===== src/rtl/iqd_pkg.sv =====
package iqd_pkg;
  localparam real TWO_PI = 6.283185307179586;

  // Rounded coefficient for slot k (cosine when sine_sel = 0, else sine).
  function automatic int coef_val(input int k, input int m, input int n,
                                  input int amp, input bit sine_sel);
    real ang;
    real v;
    ang = TWO_PI * real'(n) * real'(k) / real'(m);
    v   = sine_sel ? real'(amp) * $sin(ang) : real'(amp) * $cos(ang);
    if (v >= 0.0) coef_val = $rtoi(v + 0.5);
    else          coef_val = -$rtoi(-v + 0.5);
  endfunction
endpackage


===== src/rtl/iqd_coef_rom.sv =====
module iqd_coef_rom #(
  parameter int WIN_LEN  = 4,
  parameter int TURNS    = 9,
  parameter int COEF_W   = 18,
  parameter int COEF_AMP = 8192,
  parameter int IDX_W    = $clog2(WIN_LEN)
) (
  input  logic [IDX_W-1:0]         idx_i,
  output logic signed [COEF_W-1:0] cos_o,
  output logic signed [COEF_W-1:0] sin_o
);
  logic signed [COEF_W-1:0] cos_tab [WIN_LEN];
  logic signed [COEF_W-1:0] sin_tab [WIN_LEN];

  for (genvar k = 0; k < WIN_LEN; k++) begin : g_tab
    localparam int CV = iqd_pkg::coef_val(k, WIN_LEN, TURNS, COEF_AMP, 1'b0);
    localparam int SV = iqd_pkg::coef_val(k, WIN_LEN, TURNS, COEF_AMP, 1'b1);
    assign cos_tab[k] = COEF_W'(CV);
    assign sin_tab[k] = COEF_W'(SV);
  end

  always_comb begin
    cos_o = '0;
    sin_o = '0;
    for (int k = 0; k < WIN_LEN; k++) begin
      if (idx_i == IDX_W'(k)) begin
        cos_o = cos_tab[k];
        sin_o = sin_tab[k];
      end
    end
  end
endmodule


===== src/rtl/iqd_accum.sv =====
module iqd_accum #(
  parameter int SAMPLE_W   = 14,
  parameter int COEF_W     = 18,
  parameter int PROD_SHIFT = 8,
  parameter int TERM_W     = 24,
  parameter int ACC_W      = 28
) (
  input  logic                       clk,
  input  logic                       rst_n,
  input  logic                       en_i,
  input  logic                       last_i,
  input  logic signed [SAMPLE_W-1:0] smp_i,
  input  logic signed [COEF_W-1:0]   coef_i,
  output logic signed [ACC_W-1:0]    win_o
);
  localparam int PROD_W = SAMPLE_W + COEF_W;

  logic signed [PROD_W-1:0] prod;
  logic signed [PROD_W-1:0] prod_sh;
  logic signed [TERM_W-1:0] term;
  logic signed [ACC_W-1:0]  total;
  logic signed [ACC_W-1:0]  acc_q, acc_d;
  logic signed [ACC_W-1:0]  win_q, win_d;

  always_comb begin
    prod    = PROD_W'(smp_i) * PROD_W'(coef_i);
    prod_sh = prod >>> PROD_SHIFT;
    term    = prod_sh[TERM_W-1:0];
    total   = acc_q + ACC_W'(term);
    acc_d   = acc_q;
    win_d   = win_q;
    if (en_i) begin
      if (last_i) begin
        acc_d = '0;
        win_d = total;
      end else begin
        acc_d = total;
      end
    end
  end

  always_ff @(posedge clk or negedge rst_n) begin
    if (!rst_n) begin
      acc_q <= '0;
      win_q <= '0;
    end else begin
      acc_q <= acc_d;
      win_q <= win_d;
    end
  end

  assign win_o = win_q;


  acc_clear_chk: assert property (@(posedge clk) disable iff (!rst_n)
    (en_i && last_i) |=> (acc_q == '0));


  acc_idle_chk: assert property (@(posedge clk) disable iff (!rst_n)
    !en_i |=> $stable(acc_q) && $stable(win_q));
endmodule


===== src/rtl/iqd_scale.sv =====
module iqd_scale #(
  parameter int ACC_W      = 28,
  parameter int ACC_SHIFT  = 5,
  parameter int RECIP_W    = 20,
  parameter int RECIP      = 65536,
  parameter int NORM_SHIFT = 17,
  parameter int OUT_W      = 14
) (
  input  logic signed [ACC_W-1:0] win_i,
  output logic signed [OUT_W-1:0] res_o
);
  localparam int MUL_W = ACC_W + RECIP_W;

  logic signed [ACC_W-1:0] red;
  logic signed [MUL_W-1:0] mul;
  logic signed [MUL_W-1:0] mul_sh;

  always_comb begin
    red    = win_i >>> ACC_SHIFT;
    mul    = MUL_W'(red) * MUL_W'(signed'(RECIP_W'(RECIP)));
    mul_sh = mul >>> NORM_SHIFT;
    res_o  = mul_sh[OUT_W-1:0];
  end
endmodule


===== src/rtl/iqd_demod.sv =====
module iqd_demod #(
  parameter int WIN_LEN    = 4,
  parameter int TURNS      = 9,
  parameter int SAMPLE_W   = 14,
  parameter int COEF_W     = 18,
  parameter int COEF_AMP   = 8192,
  parameter int PROD_SHIFT = 8,
  parameter int ACC_W      = 28,
  parameter int ACC_SHIFT  = 5,
  parameter int NORM_SHIFT = 17,
  parameter int OUT_W      = 14
) (
  input  logic                       clk,
  input  logic                       rst_n,
  input  logic signed [SAMPLE_W-1:0] smp_i,
  input  logic                       smp_vld_i,
  output logic signed [OUT_W-1:0]    i_o,
  output logic signed [OUT_W-1:0]    q_o,
  output logic                       iq_rdy_o
);
  localparam int IDX_W   = $clog2(WIN_LEN);
  localparam int TERM_W  = SAMPLE_W + COEF_W - PROD_SHIFT;
  localparam int RECIP   = (1 << 18) / WIN_LEN;
  localparam int RECIP_W = 20;
  localparam logic [IDX_W-1:0] LAST_IDX = IDX_W'(WIN_LEN - 1);

  logic [IDX_W-1:0]         idx_q, idx_d;
  logic                     last;
  logic                     win_vld_q, win_vld_d;
  logic signed [COEF_W-1:0] cos_c, sin_c;
  logic signed [ACC_W-1:0]  win_i, win_q;
  logic signed [OUT_W-1:0]  res_i, res_q;
  logic signed [OUT_W-1:0]  i_d, q_d;
  logic                     rdy_d;

  assign last = (idx_q == LAST_IDX);

  always_comb begin
    idx_d     = idx_q;
    win_vld_d = 1'b0;
    if (smp_vld_i) begin
      win_vld_d = last;
      idx_d     = last ? '0 : idx_q + 1'b1;
    end
  end

  always_ff @(posedge clk or negedge rst_n) begin
    if (!rst_n) begin
      idx_q     <= '0;
      win_vld_q <= 1'b0;
    end else begin
      idx_q     <= idx_d;
      win_vld_q <= win_vld_d;
    end
  end

  iqd_coef_rom #(
    .WIN_LEN(WIN_LEN), .TURNS(TURNS), .COEF_W(COEF_W),
    .COEF_AMP(COEF_AMP), .IDX_W(IDX_W)
  ) u_rom (
    .idx_i(idx_q), .cos_o(cos_c), .sin_o(sin_c)
  );

  iqd_accum #(
    .SAMPLE_W(SAMPLE_W), .COEF_W(COEF_W), .PROD_SHIFT(PROD_SHIFT),
    .TERM_W(TERM_W), .ACC_W(ACC_W)
  ) u_acc_i (
    .clk(clk), .rst_n(rst_n), .en_i(smp_vld_i), .last_i(last),
    .smp_i(smp_i), .coef_i(cos_c), .win_o(win_i)
  );

  iqd_accum #(
    .SAMPLE_W(SAMPLE_W), .COEF_W(COEF_W), .PROD_SHIFT(PROD_SHIFT),
    .TERM_W(TERM_W), .ACC_W(ACC_W)
  ) u_acc_q (
    .clk(clk), .rst_n(rst_n), .en_i(smp_vld_i), .last_i(last),
    .smp_i(smp_i), .coef_i(sin_c), .win_o(win_q)
  );

  iqd_scale #(
    .ACC_W(ACC_W), .ACC_SHIFT(ACC_SHIFT), .RECIP_W(RECIP_W),
    .RECIP(RECIP), .NORM_SHIFT(NORM_SHIFT), .OUT_W(OUT_W)
  ) u_scale_i (.win_i(win_i), .res_o(res_i));

  iqd_scale #(
    .ACC_W(ACC_W), .ACC_SHIFT(ACC_SHIFT), .RECIP_W(RECIP_W),
    .RECIP(RECIP), .NORM_SHIFT(NORM_SHIFT), .OUT_W(OUT_W)
  ) u_scale_q (.win_i(win_q), .res_o(res_q));

  always_comb begin
    i_d   = i_o;
    q_d   = q_o;
    rdy_d = win_vld_q;
    if (win_vld_q) begin
      i_d = res_i;
      q_d = res_q;
    end
  end

  always_ff @(posedge clk or negedge rst_n) begin
    if (!rst_n) begin
      i_o      <= '0;
      q_o      <= '0;
      iq_rdy_o <= 1'b0;
    end else begin
      i_o      <= i_d;
      q_o      <= q_d;
      iq_rdy_o <= rdy_d;
    end
  end


  idx_range_chk: assert property (@(posedge clk) disable iff (!rst_n)
    idx_q <= LAST_IDX);


  idx_idle_chk: assert property (@(posedge clk) disable iff (!rst_n)
    !smp_vld_i |=> $stable(idx_q));


  rdy_pulse_chk: assert property (@(posedge clk) disable iff (!rst_n)
    iq_rdy_o |=> !iq_rdy_o);


  rdy_follow_chk: assert property (@(posedge clk) disable iff (!rst_n)
    (smp_vld_i && last) |=> ##1 iq_rdy_o);


  out_hold_chk: assert property (@(posedge clk) disable iff (!rst_n)
    !iq_rdy_o |-> $stable(i_o) && $stable(q_o));
endmodule


===== config.mk =====
export PLATFORM = sky130hd
export DESIGN_NAME = iqd_demod
export DESIGN_NICKNAME = d
export VERILOG_FILES = /design/src/rtl/iqd_pkg.sv /design/src/rtl/iqd_coef_rom.sv /design/src/rtl/iqd_accum.sv /design/src/rtl/iqd_scale.sv /design/src/rtl/iqd_demod.sv
export SDC_FILE = /design/constraint.sdc
export NUM_CORES = 1
export LEC_CHECK = 0
export BUFFER_PORTS_ARGS = -buffer_cell sky130_fd_sc_hd__buf_2
export CAP_MARGIN = 20
export CELL_PAD_IN_SITES_DETAIL_PLACEMENT = 1
export CELL_PAD_IN_SITES_GLOBAL_PLACEMENT = 1
export CORE_UTILIZATION = 46
export CTS_BUF_LIST = sky130_fd_sc_hd__clkbuf_8
export DETAILED_ROUTE_END_ITERATION = 7
export MAX_ROUTING_LAYER = met4
export PLACE_DENSITY = 0.86
export SYNTH_ARGS = -nofsm -noshare
export SYNTH_HDL_FRONTEND = slang
export SYNTH_SLANG_ARGS = --single-unit

===== constraint.sdc =====
create_clock -name clk -period 7.4 [get_ports clk]
set_clock_uncertainty 0.2 [all_clocks]
set_input_delay 0.37 -clock clk [delete_from_list [all_inputs] [get_ports clk]]
set_output_delay 0.37 -clock clk [all_outputs]
set_load 0.1 [all_outputs]

==> results.md, run 1 <==
* Outcome: finished, final reports clean
* Row count at 53
* Worst Hold Class: input port to asynchronous set/reset pin
* Die area at 22100 sq um
* Critical path class: register to register
* CTS Buf Count at 9
* Slew HR at 28.7%
* Drt drc at 0
* Detailed placement HPWL at 18600 um
* Largest net degree at the start of global routing at 81
* Synth area leaders: fa_1 24%, dfrtp_1 23%, ha_1 16%
* Share of cells above drive strength 1 at 15.3%
* Crit path DAT at 7.23 ns
* Top layer in use: met4
* Top cells by instance count after synthesis: 211 x inv_1, 125 x ha_1, 118 x fa_1, 90 x dfrtp_1, 69 x nand2_1
* Clk buf depth at 2
* Core box area at 21000 sq um
* Synth Flop Type: dfrtp_1
* Met1 wire length at 10000 um
* Initial antenna violation count at 0
* Share of flip-flops with an asynchronous set or reset at 100%
* Worst R2R Path Depth at 29
* Via count at 6972
* CTS root buf: clkbuf_8
* Least-Margin Pin Slew at 1.07 ns
* CTS tree: yes
* Largest family of logic cells by synthesized area: adder cells
* Slew Limit Fails at 0
* Reg-to-Reg End: u_acc_i.acc_q[19]$_DFFE_PN0P_
* CP endpoint kind: register
* EDFF count, synth at 0
* Critical-path top delay cell: fa_2
* Cell taking the most area after synthesis: fa_1
* Tot GR Track Use at 22.4%
* Synth Area in Compound Gates at 10.2%
* R2r startpoint: idx_q[0]$_DFFE_PN0P_
* Detail Route Antenna Nets at 0
* Worst EP required at 7.49 ns
* Pre-Repair DR Iteration Count at 5
* Critical Path Max Stage Delay at 0.57 ns
* Clk sinks at 90
* Io pins at 46
* Area grow syn2layout at 11.0%
* Syn_area_per_cell at 9.93 sq um
* Initial core utilization at 47.0%
* R2R Setup Slk at 0.26 ns
* Top-count cell post-synth: inv_1
* Sequential fraction of the synthesis area at 22.8%
* DRT Wirelength at 22900 um
* Syn_nets at 1256
* Synth cell types at 43
* IO buf count at 45
* Met2 wire len at 11900 um
* Die Ht at 149 um
* Vias in the first global route at 7735
* # H-tree levels at 3
* Placer Congestion at 0.878
* Critical Path Start Type: register
* Chip width at 149 um
* Final design utilization at 52.2%
* CP most frequent cell: inv_1
* Worst skew pair latency at 0.38 ns
* Post-Synth Adder-Cell Area at 39.7%
* CP startpoint: idx_q[0]$_DFFE_PN0P_
* Hold Vio Cnt, Final at 0
* Final period util at 96.5%
* Post-synthesis xor/xnor area fraction at 6.64%
* Max capacitance violation total at 0
* Min Tclk post-route at 7.14 ns
* #FFs+latches synth at 90
* Gr ovfl total at 0
* Clk pin slew, worst setup/hold paths at 0.11 ns
* Syn. warnings at 0
* Mux cell area share after synthesis at 3.42%
* Synth top area share at 23.9%
* Synth Area in Simple Gates at 8.38%
* Global-route wire length before repair at 37600 um
* NumNets Final at 1314
* Final setup TNS at 0 ns
* Post-DR vias/cell at 5.23
* Crit Path Max Fanout at 7
* Synthesized area at 9890 sq um
* Ant diodes at 0
* WL met3 at 711 um
* DRT iter0 DRCs at 168
* WL per Instance at 17.2 um
* Fmax at 140 MHz
* Final setup vio count at 0
* Post-Syn Instances at 996
logic make-up after synthesis:
logic type | count (synthesis)
AOI/OAI and AO/OA | 153
xor gates and xnor gates | 75
adders and majority gates | 243
DFF | 90
muxes | 30
and+or+nand+nor | 172
buffers and inverters | 233
area by class of cell:
class | count | area [sq um]
Clock inverter | 7 | 76.3
Fill cell | 2378 | 10000
Multi-Input combinational cell | 673 | 6930
Clock buffer | 9 | 124
Tap cell | 275 | 344
Inverter | 211 | 792
Sequential cell | 90 | 2250
Timing Repair Buffer | 69 | 458
layout by cell type, fill, tap and decap left out, drive strengths merged, types with 2 or more instances in the layout:
cell type / count
nand3: 6
nand2b: 8
a31oi: 5
xor2: 13
o31ai: 4
a21oi: 30
o21a: 6
clkinv: 2
and2: 28
a31o: 4
nor3: 6
a41oi: 2
or2: 4
nor2: 24
o21ai: 54
nand2: 69
dfrtp: 90
a21o: 14
buf: 68
fa: 118
nor4: 2
nor2b: 21
mux2: 30
o21bai: 2
o41ai: 2
xnor2: 62
ha: 125
o2bb2ai: 20
o41a: 2
inv: 214
or3: 3
clkbuf: 9
worst max-delay path, delay by kind of cell (launching register included):
| kind | cells | cell delay (ns) |
|---|---|---|
| adder cells (fa/ha/maj) | 9 | 3.77 |
| buffers and inverters | 7 | 0.45 |
| AO/OA/AOI/OAI | 6 | 1.02 |
| AND/OR/NAND/NOR | 4 | 0.73 |
| XOR/XNOR | 3 | 0.43 |
| flip-flops | 1 | 0.43 |
per-stage QoR:
| stage | worst slack (ns) | hold slack [ns] | cells | cell area [sq um] |
|---|---|---|---|---|
| 2_1_floorplan | 0.112 | -0.126 | 996 | 9890 |
| 3_3_place_gp | 0.217 | 0.00818 | 1304 | 10500 |
| 3_5_place_dp | -0.180 | 0.0106 | 1304 | 10500 |
| 4_1_cts | -0.0245 | 0.138 | 1321 | 10700 |
| 5_1_grt | -0.0933 | 0.164 | 1334 | 11000 |
| 6_report | 0.258 | 0.148 | 1334 | 11000 |
sequential cells by signal (all words and copies together), names as in the netlist:
register / flops
u_acc_q.acc_q: 15
i_o: 14
u_acc_q.win_o: 14
u_acc_i.win_o: 14
iq_rdy_o: 1
u_acc_i.acc_q: 15
idx_q: 2
rdy_d: 1
q_o: 14
repair_timing:
action / in CTS / in global routing
endpoints found under the hold margin: 10 / 0
gates resized for setup: 7 / 39
buffers inserted: 0 / 11
hold buffers: 1 / 0
setup endpoints to repair: 7 / 16
pin swaps: 0 / 24
worst max path at each step:
stage	end	slack, ns	cells past startpoint
3_3_place_gp	u_acc_i.acc_q[19]$_DFFE_PN0P_	0.22	28
3_5_place_dp	u_acc_i.acc_q[19]$_DFFE_PN0P_	-0.18	30
5_1_grt	u_acc_i.acc_q[19]$_DFFE_PN0P_	-0.09	30
2_1_floorplan	u_acc_q.acc_q[19]$_DFFE_PN0P_	0.11	32
6_report	u_acc_i.acc_q[19]$_DFFE_PN0P_	0.26	29
4_1_cts	u_acc_i.acc_q[19]$_DFFE_PN0P_	-0.02	27
metal layers:
layer | GRT usage, % | up-vias
li1 | - | 3284
met1 | 27.3 | 3573
met2 | 39.6 | 95
met3 | 2.42 | 20
met4 | 5.26 | 0
met5 | - | -
Power of run 1 is left out: the tool's default activity adds up to more than one toggle a clock period on the data nets, which glitch-free logic cannot reach.
==> run 2: changes to the inputs <==
- PLACE_DENSITY: 0.86 -> 0.8
==> results.md, run 2 (synthesis gave the netlist of run 1 again) <==
* Most frequent cells in the layout: 207 x inv_1, 118 x fa_1, 116 x ha_1
* Via count at 6819 (-2.2%)
* CP endpoint kind: register
* Worst EP required at 7.47 ns (-0.02 ns)
* Placer Congestion at 0.830 (-5.6%)
* Tot GR Track Use at 21.6% (-0.77 points)
* IO buf count at 45 (unchanged)
* DP Worst Slack at 0.0468 ns (+0.227 ns)
* Final period util at 96.3% (-0.22 points)
* Critical Path Start Type: register
* Critical path class: register to register
* Least-Margin Pin Slew at 1.05 ns (-0.0224 ns)
* Met1 wire length at 10400 um (+4.0%)
* Outcome: finished, final reports clean
* Ant diodes at 0 (unchanged)
* Clk pin slew, worst setup/hold paths at 0.11 ns (about the same)
* Reg-to-Reg End: u_acc_q.acc_q[19]$_DFFE_PN0P_
* WL per Instance at 16.6 um (-3.3%)
* Slew Limit Fails at 0 (unchanged)
* Family with the most delay on the worst path: adder cells
* Worst skew pair latency at 0.38 ns (about the same)
* Top layer in use: met4
* Clk sinks at 90 (unchanged)
* Largest net degree at the start of global routing at 79 (-2.5%)
* Max capacitance violation total at 0 (unchanged)
* CTS root buf: clkbuf_8
* WL met3 at 561 um (-21%)
* Min Tclk post-route at 7.13 ns (-0.0162 ns)
* Vias in the first global route at 7489 (-3.2%)
* Initial antenna violation count at 0 (unchanged)
* NumNets Final at 1321 (+0.53%)
* Filler instances at 2358 (-0.84%)
* Hold Vio Cnt, Final at 0 (unchanged)
* CP most frequent cell: fa_1
* Drt drc at 0 (unchanged)
* Io pins at 46 (unchanged)
* Post-DR vias/cell at 5.09 (-2.7%)
* Clk buf depth at 2 (unchanged)
* Final setup vio count at 0 (unchanged)
* Die Ht at 149 um (unchanged)
* Crit Path Max Fanout at 15 (+8)
* Detail Route Antenna Nets at 0 (unchanged)
* CTS tree: yes
* Bufs and invs on worst path at 6 (-1)
* DRT iter0 DRCs at 211 (+26%)
* Share of cells above drive strength 1 at 16.4% (+1.1 points)
* Chip width at 149 um (unchanged)
* Post-layout worst setup margin at 0.274 ns (+0.0162 ns)
* Slew HR at 30.2% (+1.5 points)
* Pre-Repair DR Iteration Count at 5 (unchanged)
* DRT Wirelength at 22300 um (-2.8%)
* Die area at 22100 sq um (unchanged)
* Critical Path Max Stage Delay at 0.54 ns (-0.03 ns)
* Crit path DAT at 7.20 ns (-0.03 ns)
* Global-route wire length before repair at 36500 um (-3.1%)
* Critical-path top delay cell: fa_1
* Core box area at 21000 sq um (unchanged)
* Met2 wire len at 11000 um (-7.6%)
* Gr ovfl total at 0 (unchanged)
* Most common cell after layout, fill and taps aside: inv_1
* R2r startpoint: idx_q[0]$_DFFE_PN0P_
* Worst Hold Class: input port to asynchronous set/reset pin
* Fmax at 140 MHz (+0.23%)
* Initial core utilization at 47.0% (unchanged)
* Row count at 53 (unchanged)
* Area grow syn2layout at 11.8%
* Largest registers: u_acc_i.acc_q x15, u_acc_q.acc_q x15
* R2R Setup Slk at 0.27 ns (+0.02 ns)
* Worst R2R Path Depth at 28 (-3.4%)
* CTS Buf Count at 9 (unchanged)
* # H-tree levels at 3 (unchanged)
* Detailed placement HPWL at 18000 um (-3.1%)
run 2: changes by cell type in the layout (fill, tap and decap cells not counted), sizes merged:
cell and change:
buf +7, inv -1, clkbuf +2, bufinv -1
run 2: metal layers:
| layer | GRT usage, % | vias up |
|---|---|---|
| li1 | - | 3285 |
| met1 | 28.8 | 3415 |
| met4 | 4.79 | 0 |
| met3 | 2.24 | 22 |
| met2 | 35.5 | 97 |
| met5 | - | - |
run 2: timing repair:
| action | 4_1_cts | 5_1_grt |
|---|---|---|
| setup endpoints to repair | 0 | 15 |
| hold buffers | 1 | 0 |
| resized for setup | 0 | 52 |
| buffers inserted | 0 | 13 |
| endpoints found under the hold margin | 12 | 0 |
run 2: per-stage QoR:
stage | utilization, % | TNS (ns) | cell area [sq um] | hold slack, ns | cells
after floorplan | - | 0 | 9890 | -0.126 | 996
after global placement | 49.9 | 0 | 10500 | 0.0184 | 1309
after detailed placement | 49.9 | 0 | 10500 | 0.0230 | 1309
after CTS | 50.8 | 0 | 10700 | 0.155 | 1326
after global routing | 52.6 | -0.363 | 11100 | 0.162 | 1341
final | 52.6 | 0 | 11100 | 0.172 | 1341
run 2: worst max path at each step:
stage / start / endpoint / slack, ns / depth (start not counted)
6_report: idx_q[0]$_DFFE_PN0P_ / u_acc_q.acc_q[19]$_DFFE_PN0P_ / 0.27 / 28
5_1_grt: idx_q[1]$_DFFE_PN0P_ / u_acc_i.win_o[17]$_DFFE_PN0P_ / -0.09 / 31
4_1_cts: idx_q[0]$_DFFE_PN0P_ / u_acc_i.acc_q[19]$_DFFE_PN0P_ / 0.007 / 27
3_5_place_dp: idx_q[0]$_DFFE_PN0P_ / u_acc_i.acc_q[19]$_DFFE_PN0P_ / 0.05 / 27
3_3_place_gp: idx_q[0]$_DFFE_PN0P_ / u_acc_q.acc_q[19]$_DFFE_PN0P_ / 0.26 / 25
2_1_floorplan: idx_q[0]$_DFFE_PN0P_ / u_acc_q.acc_q[19]$_DFFE_PN0P_ / 0.11 / 32
run 2: worst register-to-register path: cells and delay by family (launching register included):
| kind | cells | cell delay, ns |
|---|---|---|
| flops | 1 | 0.47 |
| fa+ha+maj | 9 | 3.72 |
| compound gates | 6 | 0.99 |
| xor+xnor | 3 | 0.47 |
| simple gates | 4 | 0.52 |
| buf+inv | 6 | 0.64 |
run 2: area by class of cell:
type / instances / area (sq um) / share of cell area, %
repair buffers: 76 / 507 / 4.58
clock inverters: 5 / 35.0 / 0.317
multi-input cells: 673 / 6980 / 63.1
clock buffers: 11 / 151 / 1.37
well taps: 275 / 344 / 3.11
inverters: 211 / 792 / 7.16
flip-flops and latches: 90 / 2250 / 20.4
Power of run 2 is left out for the same reason.
==> run 3: changes to the inputs <==
- RECOVER_POWER: default -> 100
==> results.md, run 3 (synthesis gave the netlist of run 1 again) <==
* Outcome: finished, final reports clean
* Hold EP: idx_q[1]$_DFFE_PN0P_
* Max capacitance violation total at 0 (unchanged)
* Final setup vio count at 0 (unchanged)
* Post-layout worst setup margin at 0.272 ns (-0.00160 ns)
* Most frequent cells in the layout: 207 x inv_1, 118 x fa_1, 116 x ha_1
* HP Start: smp_vld_i
* Largest registers: u_acc_i.acc_q x15, u_acc_q.acc_q x15
* CTS root buf: clkbuf_8
* R2R Setup Slk at 0.27 ns (about the same)
* Worst skew pair latency at 0.38 ns (about the same)
* DP Worst Slack at 0.0468 ns (unchanged)
* Tot GR Track Use at 21.6% (unchanged)
* WL per Instance at 16.6 um (about the same)
* Hold Crit Depth at 3
* Slew HR at 29.6% (-0.58 points)
* Critical Path Start Type: register
* Ant diodes at 0 (unchanged)
* Placer Congestion at 0.830 (unchanged)
* Initial antenna violation count at 0 (unchanged)
* DRT Wirelength at 22300 um (about the same)
* Final setup TNS at 0 ns (unchanged)
* CP endpoint kind: register
* IO buf count at 45 (unchanged)
* Worst R2R Path Depth at 28 (unchanged)
* WL met3 at 567 um (+1.1%)
* Least-Margin Pin Slew at 1.05 ns (+0.00869 ns)
* Detail Route Antenna Nets at 0 (unchanged)
* Clk sinks at 90 (unchanged)
* Die Ht at 149 um (unchanged)
* # H-tree levels at 3 (unchanged)
* Met2 wire len at 11000 um (+0.12%)
* Worst EP required at 7.48 ns (about the same)
* Area grow syn2layout at 11.5%
* CTS Buf Count at 9 (unchanged)
* Post-DP Area at 10500 sq um (unchanged)
* Post-DR vias/cell at 5.09 (+0.12%)
* Min Tclk post-route at 7.13 ns (+0.00160 ns)
* Fmax at 140 MHz (about the same)
* Most common cell after layout, fill and taps aside: inv_1
* Via count at 6827 (+0.12%)
* Die area at 22100 sq um (unchanged)
* Vias in the first global route at 7489 (unchanged)
* Clk pin slew, worst setup/hold paths at 0.11 ns (about the same)
* Row count at 53 (unchanged)
* Gr ovfl total at 0 (unchanged)
* Pre-Repair DR Iteration Count at 4 (-1)
* Critical-path top delay cell: fa_1
* R2r startpoint: idx_q[0]$_DFFE_PN0P_
* Crit path DAT at 7.20 ns (about the same)
* Initial core utilization at 47.0% (unchanged)
* Detailed placement HPWL at 18000 um (unchanged)
* NumNets Final at 1321 (unchanged)
* CP most frequent cell: fa_1
* Crit Path Max Fanout at 15 (unchanged)
* Critical path class: register to register
* Chip width at 149 um (unchanged)
* Io pins at 46 (unchanged)
* Largest net degree at the start of global routing at 79 (unchanged)
* Clk buf depth at 2 (unchanged)
* Design area at 11000 sq um (-0.28%)
* Top layer in use: met4
* Share of cells above drive strength 1 at 16.1% (-0.28 points)
* Worst Hold Class: input port to register
* Final period util at 96.3% (about the same)
* DRT iter0 DRCs at 206 (-2.4%)
* Drt drc at 0 (unchanged)
* CTS tree: yes
* Core box area at 21000 sq um (unchanged)
* Final design utilization at 52.5% (-0.15 points)
* Hold Vio Cnt, Final at 0 (unchanged)
* Critical Path Max Stage Delay at 0.54 ns (about the same)
* Global-route wire length before repair at 36500 um (unchanged)
* Met1 wire length at 10400 um (about the same)
* Reg-to-Reg End: u_acc_q.acc_q[19]$_DFFE_PN0P_
* Slew Limit Fails at 0 (unchanged)
[run 3: what timing repair did]
action	CTS	global route
gates resized for setup	0	52
setup buffers	0	13
hold buffers	1	0
endpoints found under the setup margin	0	15
endpoints found under the hold margin	12	0
[run 3: how the worst max path moves through the flow]
stage	from	endpoint	slack, ns	cells past startpoint
after detailed placement	idx_q[0]$_DFFE_PN0P_	u_acc_i.acc_q[19]$_DFFE_PN0P_	0.05	27
final	idx_q[0]$_DFFE_PN0P_	u_acc_q.acc_q[19]$_DFFE_PN0P_	0.27	28
after floorplan	idx_q[0]$_DFFE_PN0P_	u_acc_q.acc_q[19]$_DFFE_PN0P_	0.11	32
after CTS	idx_q[0]$_DFFE_PN0P_	u_acc_i.acc_q[19]$_DFFE_PN0P_	0.007	27
after global routing	idx_q[1]$_DFFE_PN0P_	u_acc_i.win_o[17]$_DFFE_PN0P_	-0.09	31
after global placement	idx_q[0]$_DFFE_PN0P_	u_acc_q.acc_q[19]$_DFFE_PN0P_	0.26	25
[run 3: cell type report]
cell class / count / area [sq um]
Fill cell: 2362 / 9990
Multi-Input combinational cell: 673 / 6980
Sequential cell: 90 / 2250
Inverter: 211 / 792
Timing Repair Buffer: 76 / 475
Tap cell: 275 / 344
Clock buffer: 11 / 151
Clock inverter: 5 / 35.0
[run 3: stage by stage]
step / hold slack [ns] / cells
2_1_floorplan: -0.126 / 996
3_3_place_gp: 0.0184 / 1309
3_5_place_dp: 0.0230 / 1309
4_1_cts: 0.155 / 1326
5_1_grt: 0.203 / 1341
6_report: 0.195 / 1341
[run 3: per-layer routing]
metal / GRT usage (%) / vias to the layer above
met3: 2.24 / 21
met4: 4.79 / 0
met2: 35.5 / 98
li1: - / 3284
met1: 28.8 / 3424
met5: - / -
[run 3: critical path, delay by kind of cell, from the launching register on]
kind / cells / cell delay (ns)
fa+ha+maj: 9 / 3.72
compound gates: 6 / 0.99
buf+inv: 6 / 0.64
simple gates: 4 / 0.52
xor+xnor: 3 / 0.47
flops: 1 / 0.47
Power of run 3 is left out for the same reason.
